### src/rtl/pllg_pkg.sv
package pllg_pkg;

  typedef enum logic {
    FS_IDLE  = 1'b0,
    FS_ARMED = 1'b1
  } feed_state_e;

  localparam logic [7:0] KEY_FIRST  = 8'hAA;
  localparam logic [7:0] KEY_SECOND = 8'h55;

  localparam int OFS_CTRL = 0;
  localparam int OFS_CFG  = 4;
  localparam int OFS_FEED = 8;
  localparam int OFS_STAT = 12;

  localparam int BIT_EN   = 0;
  localparam int BIT_CONN = 1;
  localparam int BIT_LOCK = 2;

endpackage

### src/rtl/pllg_rst_sync.sv
module pllg_rst_sync #(
  parameter int STAGES = 2
) (
  input  logic clk,
  input  logic arst_n,
  output logic rst_n
);

  logic [STAGES-1:0] chain_q;

  always_ff @(posedge clk or negedge arst_n) begin
    if (!arst_n) begin
      chain_q <= '0;
    end else begin
      chain_q <= {chain_q[STAGES-2:0], 1'b1};
    end
  end

  assign rst_n = chain_q[STAGES-1];

endmodule

### src/rtl/pllg_apb_decode.sv
module pllg_apb_decode
  import pllg_pkg::*;
#(
  parameter int ADDR_W   = 4,
  parameter int DATA_W   = 32,
  parameter int NSEL_W   = 5,
  parameter int MSEL_W   = 15,
  parameter int NSEL_LSB = 16
) (
  input  logic              psel,
  input  logic              penable,
  input  logic              pwrite,
  input  logic [ADDR_W-1:0] paddr,
  input  logic              act_en,
  input  logic              act_conn,
  input  logic              lock,
  input  logic [NSEL_W-1:0] act_nsel,
  input  logic [MSEL_W-1:0] act_msel,
  output logic              xfer,
  output logic              wr_ctrl,
  output logic              wr_cfg,
  output logic              wr_feed,
  output logic [DATA_W-1:0] prdata
);

  localparam logic [ADDR_W-1:0] A_CTRL = ADDR_W'(OFS_CTRL);
  localparam logic [ADDR_W-1:0] A_CFG  = ADDR_W'(OFS_CFG);
  localparam logic [ADDR_W-1:0] A_STAT = ADDR_W'(OFS_STAT);
  localparam logic [ADDR_W-1:0] A_FEED = ADDR_W'(OFS_FEED);

  logic do_wr;

  assign xfer    = psel && penable;
  assign do_wr   = xfer && pwrite;
  assign wr_ctrl = do_wr && (paddr == A_CTRL);
  assign wr_cfg  = do_wr && (paddr == A_CFG);
  assign wr_feed = do_wr && (paddr == A_FEED);

  always_comb begin
    prdata = '0;
    if (psel && !pwrite) begin
      unique case (paddr)
        A_CTRL: begin
          prdata[BIT_EN]   = act_en;
          prdata[BIT_CONN] = act_conn;
        end
        A_CFG: begin
          prdata[MSEL_W-1:0]          = act_msel;
          prdata[NSEL_LSB +: NSEL_W]  = act_nsel;
        end
        A_STAT: begin
          prdata[BIT_EN]   = act_en;
          prdata[BIT_CONN] = act_conn;
          prdata[BIT_LOCK] = lock;
        end
        default: prdata = '0;
      endcase
    end
  end

endmodule

### src/rtl/pllg_feed_seq.sv
module pllg_feed_seq
  import pllg_pkg::*;
(
  input  logic       clk,
  input  logic       rst_n,
  input  logic       xfer,
  input  logic       wr_feed,
  input  logic [7:0] key,
  output logic       fire
);

  feed_state_e st_q, st_d;

  always_comb begin
    st_d = st_q;
    fire = 1'b0;
    if (xfer) begin
      if (wr_feed) begin
        if ((st_q == FS_ARMED) && (key == KEY_SECOND)) begin
          fire = 1'b1;
          st_d = FS_IDLE;
        end else if (key == KEY_FIRST) begin
          st_d = FS_ARMED;
        end else begin
          st_d = FS_IDLE;
        end
      end else begin
        st_d = FS_IDLE;
      end
    end
  end

  always_ff @(posedge clk or negedge rst_n) begin
    if (!rst_n) begin
      st_q <= FS_IDLE;
    end else begin
      st_q <= st_d;
    end
  end

  // any non-feed transfer leaves the checker idle
  p_other_xfer_aborts_r4: assert property (@(posedge clk) disable iff (!rst_n)
    (xfer && !wr_feed) |=> (st_q == FS_IDLE));

  // a feed value outside the key pair leaves the checker idle
  p_bad_key_idles_r5: assert property (@(posedge clk) disable iff (!rst_n)
    (xfer && wr_feed && (key != KEY_FIRST) && (key != KEY_SECOND)) |=> (st_q == FS_IDLE));

  // the first key arms the checker
  p_first_key_arms_r3: assert property (@(posedge clk) disable iff (!rst_n)
    (xfer && wr_feed && (key == KEY_FIRST)) |=> (st_q == FS_ARMED));

endmodule

### src/rtl/pllg_cfg_regs.sv
module pllg_cfg_regs
  import pllg_pkg::*;
#(
  parameter int DATA_W   = 32,
  parameter int NSEL_W   = 5,
  parameter int MSEL_W   = 15,
  parameter int NSEL_LSB = 16
) (
  input  logic              clk,
  input  logic              rst_n,
  input  logic              wr_ctrl,
  input  logic              wr_cfg,
  input  logic [DATA_W-1:0] wdata,
  input  logic              fire,
  input  logic              lock,
  input  logic              pd,
  output logic              act_en,
  output logic              act_conn,
  output logic [NSEL_W-1:0] act_nsel,
  output logic [MSEL_W-1:0] act_msel
);

  logic              sh_en_q, sh_conn_q;
  logic [NSEL_W-1:0] sh_nsel_q;
  logic [MSEL_W-1:0] sh_msel_q;

  logic              en_q, en_d, conn_q, conn_d;
  logic [NSEL_W-1:0] nsel_q, nsel_d;
  logic [MSEL_W-1:0] msel_q, msel_d;

  // Shadow copies, written by software, clock-enabled per register
  always_ff @(posedge clk or negedge rst_n) begin
    if (!rst_n) begin
      sh_en_q   <= 1'b0;
      sh_conn_q <= 1'b0;
    end else if (wr_ctrl) begin
      sh_en_q   <= wdata[BIT_EN];
      sh_conn_q <= wdata[BIT_CONN];
    end
  end

  always_ff @(posedge clk or negedge rst_n) begin
    if (!rst_n) begin
      sh_nsel_q <= '0;
      sh_msel_q <= '0;
    end else if (wr_cfg) begin
      sh_nsel_q <= wdata[NSEL_LSB +: NSEL_W];
      sh_msel_q <= wdata[MSEL_W-1:0];
    end
  end

  // Active copies: next state
  always_comb begin
    en_d   = en_q;
    conn_d = conn_q;
    nsel_d = nsel_q;
    msel_d = msel_q;
    if (fire) begin
      en_d   = sh_en_q;
      conn_d = sh_conn_q && sh_en_q && en_q && lock;
      nsel_d = sh_nsel_q;
      msel_d = sh_msel_q;
    end
    if (pd) begin
      en_d   = 1'b0;
      conn_d = 1'b0;
    end
  end

  always_ff @(posedge clk or negedge rst_n) begin
    if (!rst_n) begin
      en_q   <= 1'b0;
      conn_q <= 1'b0;
      nsel_q <= '0;
      msel_q <= '0;
    end else begin
      en_q   <= en_d;
      conn_q <= conn_d;
      nsel_q <= nsel_d;
      msel_q <= msel_d;
    end
  end

  assign act_en   = en_q;
  assign act_conn = conn_q;
  assign act_nsel = nsel_q;
  assign act_msel = msel_q;

  // without a feed the active configuration holds
  p_cfg_hold_r2: assert property (@(posedge clk) disable iff (!rst_n)
    !fire |=> ($stable(nsel_q) && $stable(msel_q)));

  // power-down clears enable and connect at the next edge
  p_pd_clears_r8: assert property (@(posedge clk) disable iff (!rst_n)
    pd |=> (!en_q && !conn_q));

  // connect never stands without enable
  p_conn_needs_en_r7: assert property (@(posedge clk) disable iff (!rst_n)
    conn_q |-> en_q);

  // connect rises only with lock and a prior enable
  p_conn_rise_lock_r7: assert property (@(posedge clk) disable iff (!rst_n)
    $rose(conn_q) |-> ($past(lock) && $past(en_q) && $past(fire)));

endmodule

### src/rtl/pllg_top.sv
module pllg_top
  import pllg_pkg::*;
#(
  parameter int ADDR_W   = 4,
  parameter int DATA_W   = 32,
  parameter int NSEL_W   = 5,
  parameter int MSEL_W   = 15,
  parameter int NSEL_LSB = 16,
  localparam int PDIV_W  = NSEL_W + 1,
  localparam int MULT_W  = MSEL_W + 1
) (
  input  logic              pclk,
  input  logic              presetn,
  input  logic              psel,
  input  logic              penable,
  input  logic              pwrite,
  input  logic [ADDR_W-1:0] paddr,
  input  logic [DATA_W-1:0] pwdata,
  output logic [DATA_W-1:0] prdata,
  input  logic              pll_lock,
  input  logic              pd_req,
  output logic              pll_enable,
  output logic              pll_connect,
  output logic [PDIV_W-1:0] pll_prediv,
  output logic [MULT_W-1:0] pll_mult
);

  logic              rst_n;
  logic              xfer, wr_ctrl, wr_cfg, wr_feed, fire;
  logic              act_en, act_conn;
  logic [NSEL_W-1:0] act_nsel;
  logic [MSEL_W-1:0] act_msel;

  pllg_rst_sync #(.STAGES(2)) u_rst (
    .clk    (pclk),
    .arst_n (presetn),
    .rst_n  (rst_n)
  );

  pllg_apb_decode #(
    .ADDR_W(ADDR_W), .DATA_W(DATA_W), .NSEL_W(NSEL_W),
    .MSEL_W(MSEL_W), .NSEL_LSB(NSEL_LSB)
  ) u_dec (
    .psel     (psel),
    .penable  (penable),
    .pwrite   (pwrite),
    .paddr    (paddr),
    .act_en   (act_en),
    .act_conn (act_conn),
    .lock     (pll_lock),
    .act_nsel (act_nsel),
    .act_msel (act_msel),
    .xfer     (xfer),
    .wr_ctrl  (wr_ctrl),
    .wr_cfg   (wr_cfg),
    .wr_feed  (wr_feed),
    .prdata   (prdata)
  );

  pllg_feed_seq u_feed (
    .clk     (pclk),
    .rst_n   (rst_n),
    .xfer    (xfer),
    .wr_feed (wr_feed),
    .key     (pwdata[7:0]),
    .fire    (fire)
  );

  pllg_cfg_regs #(
    .DATA_W(DATA_W), .NSEL_W(NSEL_W), .MSEL_W(MSEL_W), .NSEL_LSB(NSEL_LSB)
  ) u_regs (
    .clk      (pclk),
    .rst_n    (rst_n),
    .wr_ctrl  (wr_ctrl),
    .wr_cfg   (wr_cfg),
    .wdata    (pwdata),
    .fire     (fire),
    .lock     (pll_lock),
    .pd       (pd_req),
    .act_en   (act_en),
    .act_conn (act_conn),
    .act_nsel (act_nsel),
    .act_msel (act_msel)
  );

  assign pll_enable  = act_en;
  assign pll_connect = act_conn;
  assign pll_prediv  = PDIV_W'(act_nsel) + PDIV_W'(1);
  assign pll_mult    = MULT_W'(act_msel) + MULT_W'(1);

  // the feed register always reads as zero
  p_feed_reads_zero_r10: assert property (@(posedge pclk) disable iff (!rst_n)
    (psel && !pwrite && (paddr == ADDR_W'(OFS_FEED))) |-> (prdata == '0));

  // output values are never zero
  p_div_nonzero_r9: assert property (@(posedge pclk) disable iff (!rst_n)
    (pll_prediv != '0) && (pll_mult != '0));

endmodule

### config.mk
export PLATFORM = sky130hd
export DESIGN_NAME = pllg_top
export DESIGN_NICKNAME = d
export VERILOG_FILES = /design/src/rtl/pllg_pkg.sv /design/src/rtl/pllg_rst_sync.sv /design/src/rtl/pllg_apb_decode.sv /design/src/rtl/pllg_feed_seq.sv /design/src/rtl/pllg_cfg_regs.sv /design/src/rtl/pllg_top.sv
export SDC_FILE = /design/constraint.sdc
export NUM_CORES = 1
export LEC_CHECK = 0
export BUFFER_PORTS_ARGS = -buffer_cell sky130_fd_sc_hd__buf_4
export CORE_MARGIN = 1
export CORE_UTILIZATION = 45
export DETAILED_ROUTE_END_ITERATION = 12
export PLACE_DENSITY = 0.74
export SETUP_SLACK_MARGIN = 0.05
export SYNTH_ARGS = -nofsm -noshare
export SYNTH_HDL_FRONTEND = slang
export SYNTH_SLANG_ARGS = --single-unit
### constraint.sdc
create_clock -name pclk -period 1.9 [get_ports pclk]
set_input_delay 0.285 -clock pclk [delete_from_list [all_inputs] [get_ports pclk]]
set_output_delay 0.285 -clock pclk [all_outputs]
set_load 0.02 [all_outputs]
**Word-level counts from Yosys, hierarchy flattened**

Cells that the tools add are included.

- Register bits after elaboration: 47
- Input bits: 43
- Output and inout bits: 56
- Logic and storage cells: 46

- Add/subtract/negate cells: 2
- Eq/ne operators: 5
- Multiplexer cells: 15
- Reduce and logical (&&, ||, !) cells: 14

Operators with widths:

| operator | count |
|---|---|
| $mux W21 | 1 |
| $add A15 B1 Y16 const B | 1 |
| $mux W12 | 1 |
| $logic_and A1 B1 Y1 | 10 |
| $mux W1 | 10 |
| $eq A4 B4 Y1 const B | 2 |
| $eq A8 B7 Y1 const B | 1 |
| $eq A8 B8 Y1 const B | 1 |
| $add A5 B1 Y6 const B | 1 |
| $mux W5 | 1 |
| $eq A4 B3 Y1 const B | 1 |
| $logic_not A4 Y1 | 1 |
| $pmux W2 S2 | 1 |
| $pmux W1 S2 | 1 |
| $reduce_bool A2 Y1 | 1 |
| $reduce_or A2 Y1 | 1 |
| $logic_not A1 Y1 | 1 |

**Depth between registers and ports, before layout**

Gate-level depths: netlist of run 1.

- Word-level depth: 7
- Mapped depth: 6
- Depth with buffers taken out: 4

**Hierarchy**

Synthesis of run 1 repeated with hierarchy kept, for this count alone.

- Cells, all modules: 213
- Area total of the unflattened synthesis: 2541.2 um2

Modules (own cells, without submodules):

| module | times used | cells each | area each (um2) | seq. area each (um2) |
|---|---|---|---|---|
| pllg_cfg_regs | 1 | 96 | 1651.6 | 1101.1 |
| pllg_apb_decode | 1 | 52 | 391.6 | 0.0 |
| pllg_top | 1 | 52 | 349.1 | 0.0 |
| pllg_feed_seq | 1 | 10 | 95.1 | 25.0 |
| pllg_rst_sync | 1 | 3 | 53.8 | 50.0 |

**Worst setup path after synthesis of run 1**

Ideal clock, no wire load.

- Kind: reg-to-output
- Start: reg u_regs.msel_q[3], in the netlist u_regs.act_msel[3]
- End: out pll_mult[13]
- Data arrival time: 1.434 ns
- Data required time: 1.615 ns
- Slack: 0.181 ns
- Stages on the path, launching flop included: 5
- Path buffers: 0
- Cells stage by stage: dfrtp_1 > and4_1 > nand3_1 > nor3b_1 > xor2_1

- Cells in the longest elaborated chain, start to end: 1

RTL lines:

| what | RTL line | text |
|---|---|---|
| start: declaration | pllg_cfg_regs.sv:29 | `logic [MSEL_W-1:0] msel_q, msel_d;` |
| start signal: assignment | pllg_cfg_regs.sv:80 | `msel_q <= msel_d;` |
| $add A15 B1 Y16 | pllg_top.sv:89 | `assign pll_mult = MULT_W'(act_msel) + MULT_W'(1);` |
| end: declaration | pllg_top.sv:25 | `output logic [MULT_W-1:0] pll_mult` |

No other way between the ends.

**Worst setup path in the final report of run 1**

Same ends and word-level chain as after synthesis.

==> results of run 1 <==
-- power by group through the flow --
stage          clock, mW  combinational [mW]  sequential, mW
2_1_floorplan          0               0.126            1.12
3_3_place_gp           0               0.176            1.13
3_5_place_dp           0               0.183            1.13
4_1_cts            0.670               0.184            1.11
5_1_grt            0.729               0.201            1.12
6_report           0.644               0.184            1.11
-- synth_stat cells, drive strengths merged --
cell type  number
mux2i           4
dfrtp          47
xor2            9
xnor2           7
inv             3
nor4            3
or3             1
nor2            9
and2           15
nor2b           2
ha              2
buf            19
nand4b          2
nor4bb          2
nand4           3
clkbuf          2
mux2           43
nand2          10
nand3           8
a31oi           2
nor3            6
nor3b           2
conb            2
and4            3
nand2b          5
-- routing by layer --
layer	part of all wire (%)	up-vias	track usage, %
met2	49	50	29.82
met4	0.90	0	6.415
met3	4.1	4	3.647
li1	-	894	-
met5	0	-	0
met1	46	900	25.34
-- final cells by class --
cell class              instances  area [sq um]
clock buffers                   7         96.34
repair buffers                100         782.0
inverters                       3         11.26
well taps                      72         90.09
multi-input cells             151          1389
flip-flops and latches         47          1181
fillers                       451          1949
clock inverters                 1         7.507
-- state kept, by name, indices dropped and copies added (netlist names) --
signal,count
u_regs.sh_conn_q,1
u_regs.act_nsel,5
u_regs.act_conn,1
u_regs.sh_nsel_q,5
u_rst.chain_q,2
u_regs.sh_en_q,1
u_regs.act_en,1
u_feed.st_q,1
u_regs.sh_msel_q,15
u_regs.act_msel,15
-- repair_timing --
item                                    in CTS  in global routing
buffers inserted                             5                  8
hold buffers                                 1                  0
endpoints found under the setup margin       7                 28
resized for setup                           12                 15
hold endpoints to repair                     2                  0
pin swaps                                    3                  7
-- cell families after synthesis --
kind of cell	count (synthesis)	share of synthesized area [%]
xor+xnor	16	5.427
buf+inv	24	6.782
fa+ha+maj	2	0.9688
mux	47	23.06
flops	47	45.54
simple gates	71	17.44
compound gates	2	0.4844
other cells	2	0.2908
-- critical path, delay by kind of cell, from the launching register on --
family	cells	cell delay, ns
flops	1	0.35
simple gates	3	0.62
xor+xnor	1	0.16
buf+inv	1	0.16
-- path summary, 6_finish.rpt --
kind	start	to	slack (ns)	cells after the start
max	u_regs.act_msel[3]	pll_mult[13]	0.05	5
min	pwdata[12]	u_regs.sh_msel_q[12]	0.22	2
max reg2reg	u_feed.st_q	u_regs.act_nsel[2]	0.35	5
min reg2reg	u_rst.chain_q[1]	u_regs.sh_conn_q	0.30	0
max in group asynchronous	u_rst.chain_q[1]	u_regs.act_msel[11]	1.01	1
min in group asynchronous	u_rst.chain_q[1]	u_regs.sh_conn_q	0.30	0
-- stage by stage --
stage	power [mW]	util (%)	instance area (sq um)	worst slack, ns
after global placement	1.304	58.44	3218	0.08410
after CTS	1.966	62.17	3423	0.02483
after global routing	2.050	64.60	3557	-0.05300
after detailed placement	1.314	58.44	3218	0.08544
final	1.937	64.60	3557	0.04975
after floorplan	1.245	-	2624	0.1809
==> qor.csv, run 1 <==
metric;value;unit
Syn Std Cell Area;2582;sq um
crit path DAT;1.57;ns
sequential share of the synthesized area;45.54;%
Synth top area share;45.54;%
setup TNS;0;ns
Netlist cell types;35;
remaining antenna violation count after routing;0;
Slew @ Worst Pin;0.6585;ns
Clk pwr share;33.2;%
CTS tree;done;
CP max stage delay;0.35;ns
Clock Skew;0.004849;ns
Placer Congestion;0.7717;
maxcap violations;0;
Max Transition Viols Final;0;
Clock transition at path regs;0.08;ns
Post-Layout Cell Count;381;
diode count;0;
Gate power share;9.5;%
area leader, netlist;dfrtp_1;
Slowest cell on crit path;dfrtp_1;
post-DR vias/cell;4.850;
vias in the first global route;1720;
CP Launch Type;flip-flop;
RSZ-0062 raised after global routing;true;
P per Cell Area;544.5;nW/um^2
core area;5507;sq um
antenna violations before repair;0;
commonest non-fill, non-tap cell in the layout;buf_4;
first-pass GRT wire length;8631;um
Final Hold Violating Endpoints;0;
Vias;1848;
DP Cell Count;359;
mean area per synthesized cell;12.24;sq um
share of layout cells above drive strength 1;57.28;%
H-tree depth;2;
number of CTS-inserted buffers;5;
Slew headroom;56.10;%
Max VDD drop;0.6029;mV
DR pass1 iterations;4;
GRT overflow;0;
WL final;5250;um
crit-path cells;and4_4 > nand3_4 > nor3b_2 > xor2_1 > buf_4;
min Tclk post-route;1.850;ns
WL per Instance;13.78;um
Initial Utilization;46.90;%
Residual DRC;0;
CTS Root Cell;clkbuf_8;
Setup CP Type;reg -> out;
Max Buffers Root-to-Sink;2;
most frequent cells in the layout;buf_4 (96), dfrtp_1 (43), mux2_2 (24), mux2_4 (19), and2_1 (15);
Boundary Pins;99;
largest net degree at the start of global routing;32;
Synth-to-Final Area Change;37.74;%
Die Ht;77.76;um
Switching Share;22.63;%
PortBufs;74;
dpl hpwl;3897;um
Finish-stage setup viols;0;
DIE AREA;6046;sq um
FF+latch count, synth;47;
internal power;1.499;mW
GRT Total Usage;18.68;%
clk sinks;47;
Tcrit/Tclk final;97.38;%
Min-Delay Path Class;in -> reg;
DIE WIDTH;77.76;um
final-stage net count;353;
Leak Pwr;1.867;nW
FP Rows;27;
Worst Path Max Fanout;6;
f_max;0.5405;GHz
DRT iter0 DRCs;93;
status;finished, final reports clean;
WHS;0.2185;ns
Flop pwr share;57.3;%
number of synthesis warnings;0;
Worst-Skew Late Latency;0.29;ns
Synth area leaders;dfrtp_1 (46%), mux2_4 (11%), mux2_2 (10%), buf_4 (4.1%), and2_1 (3.6%);
worst path required time;1.62;ns
Critical Path End Type;output port;
P_sw;0.4382;mW
Synth Instances;211;
Power figures use the tool's default switching activity.
==> run 2, diff against run 1 <==
==> constraint.sdc (replaced) <==
create_clock -name pclk -period 1.9 [get_ports pclk]
set_input_delay 0.19 -clock pclk [delete_from_list [all_inputs] [get_ports pclk]]
set_output_delay 0.19 -clock pclk [all_outputs]
set_load 0.02 [all_outputs]
==> run 2 against run 1 <==
Against the previous run:
- via count shrank 2.2%
- total power grew 2.6%
- routed wire length grew 0.21%
- register-to-register slack lost 0.02 ns
- first-iteration DRC count grew 6.5%
- critical path depth is the same
- clock skew grew 0.0052 ns
- fmax grew 2.3%
- sequential share of layout area grew 0.92 points
- combinational power is essentially flat
- final cell count shrank 2.9%
- critical path type unchanged
- critical endpoint is now pll_mult[12]
- largest power group unchanged
==> qor.csv, run 2 (synthesis gave the netlist of run 1 again) <==
metric;value;unit
WL per Instance;14.22;um
Max VDD drop;0.5381;mV
worst r2r src;u_feed.st_q;
antenna violations before repair;0;
Clock transition at path regs;0.09;ns
Placer Congestion;0.7597;
Slowest cell on crit path;dfrtp_2;
remaining antenna violation count after routing;0;
dpl hpwl;3859;um
Finish-stage setup viols;0;
CP Launch Point;u_regs.act_msel[4];
f_max;0.5529;GHz
Post-Layout Cell Count;370;
Hold Startpoint;pwdata[13];
Synth-to-Final Area Change;34.01;%
clk sinks;47;
RSZ-0062 raised after global routing;true;
Worst Path Max Fanout;6;
Slew headroom;57.15;%
status;finished, final reports clean;
post-DR vias/cell;4.886;
Boundary Pins;99;
DIE AREA;6046;sq um
core area;5507;sq um
diode count;0;
Max Buffers Root-to-Sink;2;
GRT Total Usage;18.23;%
Initial Utilization;46.90;%
DIE WIDTH;77.76;um
H-tree depth;2;
DP Cell Count;352;
CTS Root Cell;clkbuf_8;
Tcrit/Tclk final;95.19;%
final-stage net count;343;
share of layout cells above drive strength 1;54.03;%
P per Cell Area;574.1;nW/um^2
setup TNS;0;ns
FP Rows;27;
Residual DRC;0;
FILL cells;429;
DRT iter0 DRCs;99;
Clock Skew;0.01005;ns
GRT overflow;0;
first-pass GRT wire length;8562;um
most frequent cells in the layout;buf_4 (87), dfrtp_1 (43), mux2_2 (24), mux2_4 (19), and2_1 (15);
number of CTS-inserted buffers;5;
largest net degree at the start of global routing;30;
Die Ht;77.76;um
WL final;5261;um
Slew @ Worst Pin;0.6428;ns
maxcap violations;0;
DR pass1 iterations;4;
PortBufs;74;
worst path required time;1.71;ns
Vias;1808;
overall power;1.987;mW
min Tclk post-route;1.809;ns
Critical Path End Type;output port;
vias in the first global route;1769;
post-layout util;62.85;%
Leak Pwr;1.833;nW
CTS tree;done;
Min-Delay Path Class;in -> reg;
crit-path cells;and4_4 > nand3_4 > nor3_2 > xor2_1 > buf_4;
Worst-Skew Late Latency;0.29;ns
Final Hold Violating Endpoints;0;
commonest non-fill, non-tap cell in the layout;buf_4;
CP Launch Type;flip-flop;
Setup CP Type;reg -> out;
crit path DAT;1.62;ns
Max Transition Viols Final;0;
CP max stage delay;0.38;ns
## run 2: changes by cell type in the layout (fill, tap and decap cells not counted), sizes merged
cell | previous run | this run
buf | 99 | 89
bufinv | 0 | 1
clkbuf | 7 | 6
clkinvlp | 1 | 0
## run 2: final timing paths
check | slack (ns) | depth (start not counted) | to
min | 0.13 | 2 | u_regs.sh_msel_q[13]
min reg2reg | 0.30 | 0 | u_regs.sh_en_q
min in group asynchronous | 0.22 | 2 | u_rst.chain_q[1]
max reg2reg | 0.33 | 5 | u_regs.act_nsel[2]
max | 0.09 | 5 | pll_mult[12]
max in group asynchronous | 1.01 | 1 | u_regs.act_msel[10]
## run 2: final cells by class
class | instances | area, sq um | share of cell area [%]
Clock buffer | 6 | 72.57 | 2.097
Clock inverter | 1 | 30.03 | 0.8677
Inverter | 3 | 11.26 | 0.3254
Multi-Input combinational cell | 151 | 1373 | 39.66
Sequential cell | 47 | 1181 | 34.13
Tap cell | 72 | 90.09 | 2.603
Timing Repair Buffer | 90 | 703.2 | 20.32
## run 2: timing repair
| action | 4_1_cts | 5_1_grt |
|---|---|---|
| pin swaps | 0 | 3 |
| gates cloned | 0 | 0 |
| hold buffers | 1 | 0 |
| setup buffers | 5 | 5 |
| endpoints found under the hold margin | 2 | 0 |
| setup endpoints to repair | 7 | 10 |
| resized for setup | 12 | 10 |
## run 2: report_power, final
part	internal, mW	switching [mW]	total (mW)
clock	0.386	0.307	0.693
combinational	0.103	0.0789	0.182
sequential	1.06	0.0483	1.11
## run 2: critical path, delay by kind of cell (launching register included)
family | cells | cell delay [ns]
XOR/XNOR | 1 | 0.18
buffers and inverters | 1 | 0.16
flip-flops | 1 | 0.38
AND/OR/NAND/NOR | 3 | 0.61
## run 2: through the flow
| stage | hold WS [ns] | setup WS (ns) | area (sq um) |
|---|---|---|---|
| after floorplan | -0.1056 | 0.2759 | 2624 |
| after global placement | -0.02633 | 0.1521 | 3178 |
| after detailed placement | -0.02556 | 0.1535 | 3178 |
| after CTS | 0.1243 | 0.05560 | 3377 |
| after global routing | 0.1149 | 0.01753 | 3461 |
| final | 0.1279 | 0.09133 | 3461 |
## run 2: metal layers
layer | GRT usage, % | up-vias | wire [um]
met3 | 3.765 | 4 | 234
met2 | 29.56 | 56 | 2609
met5 | 0 | - | 0
li1 | - | 877 | -
met4 | 4.528 | 0 | 41
met1 | 24.89 | 871 | 2375
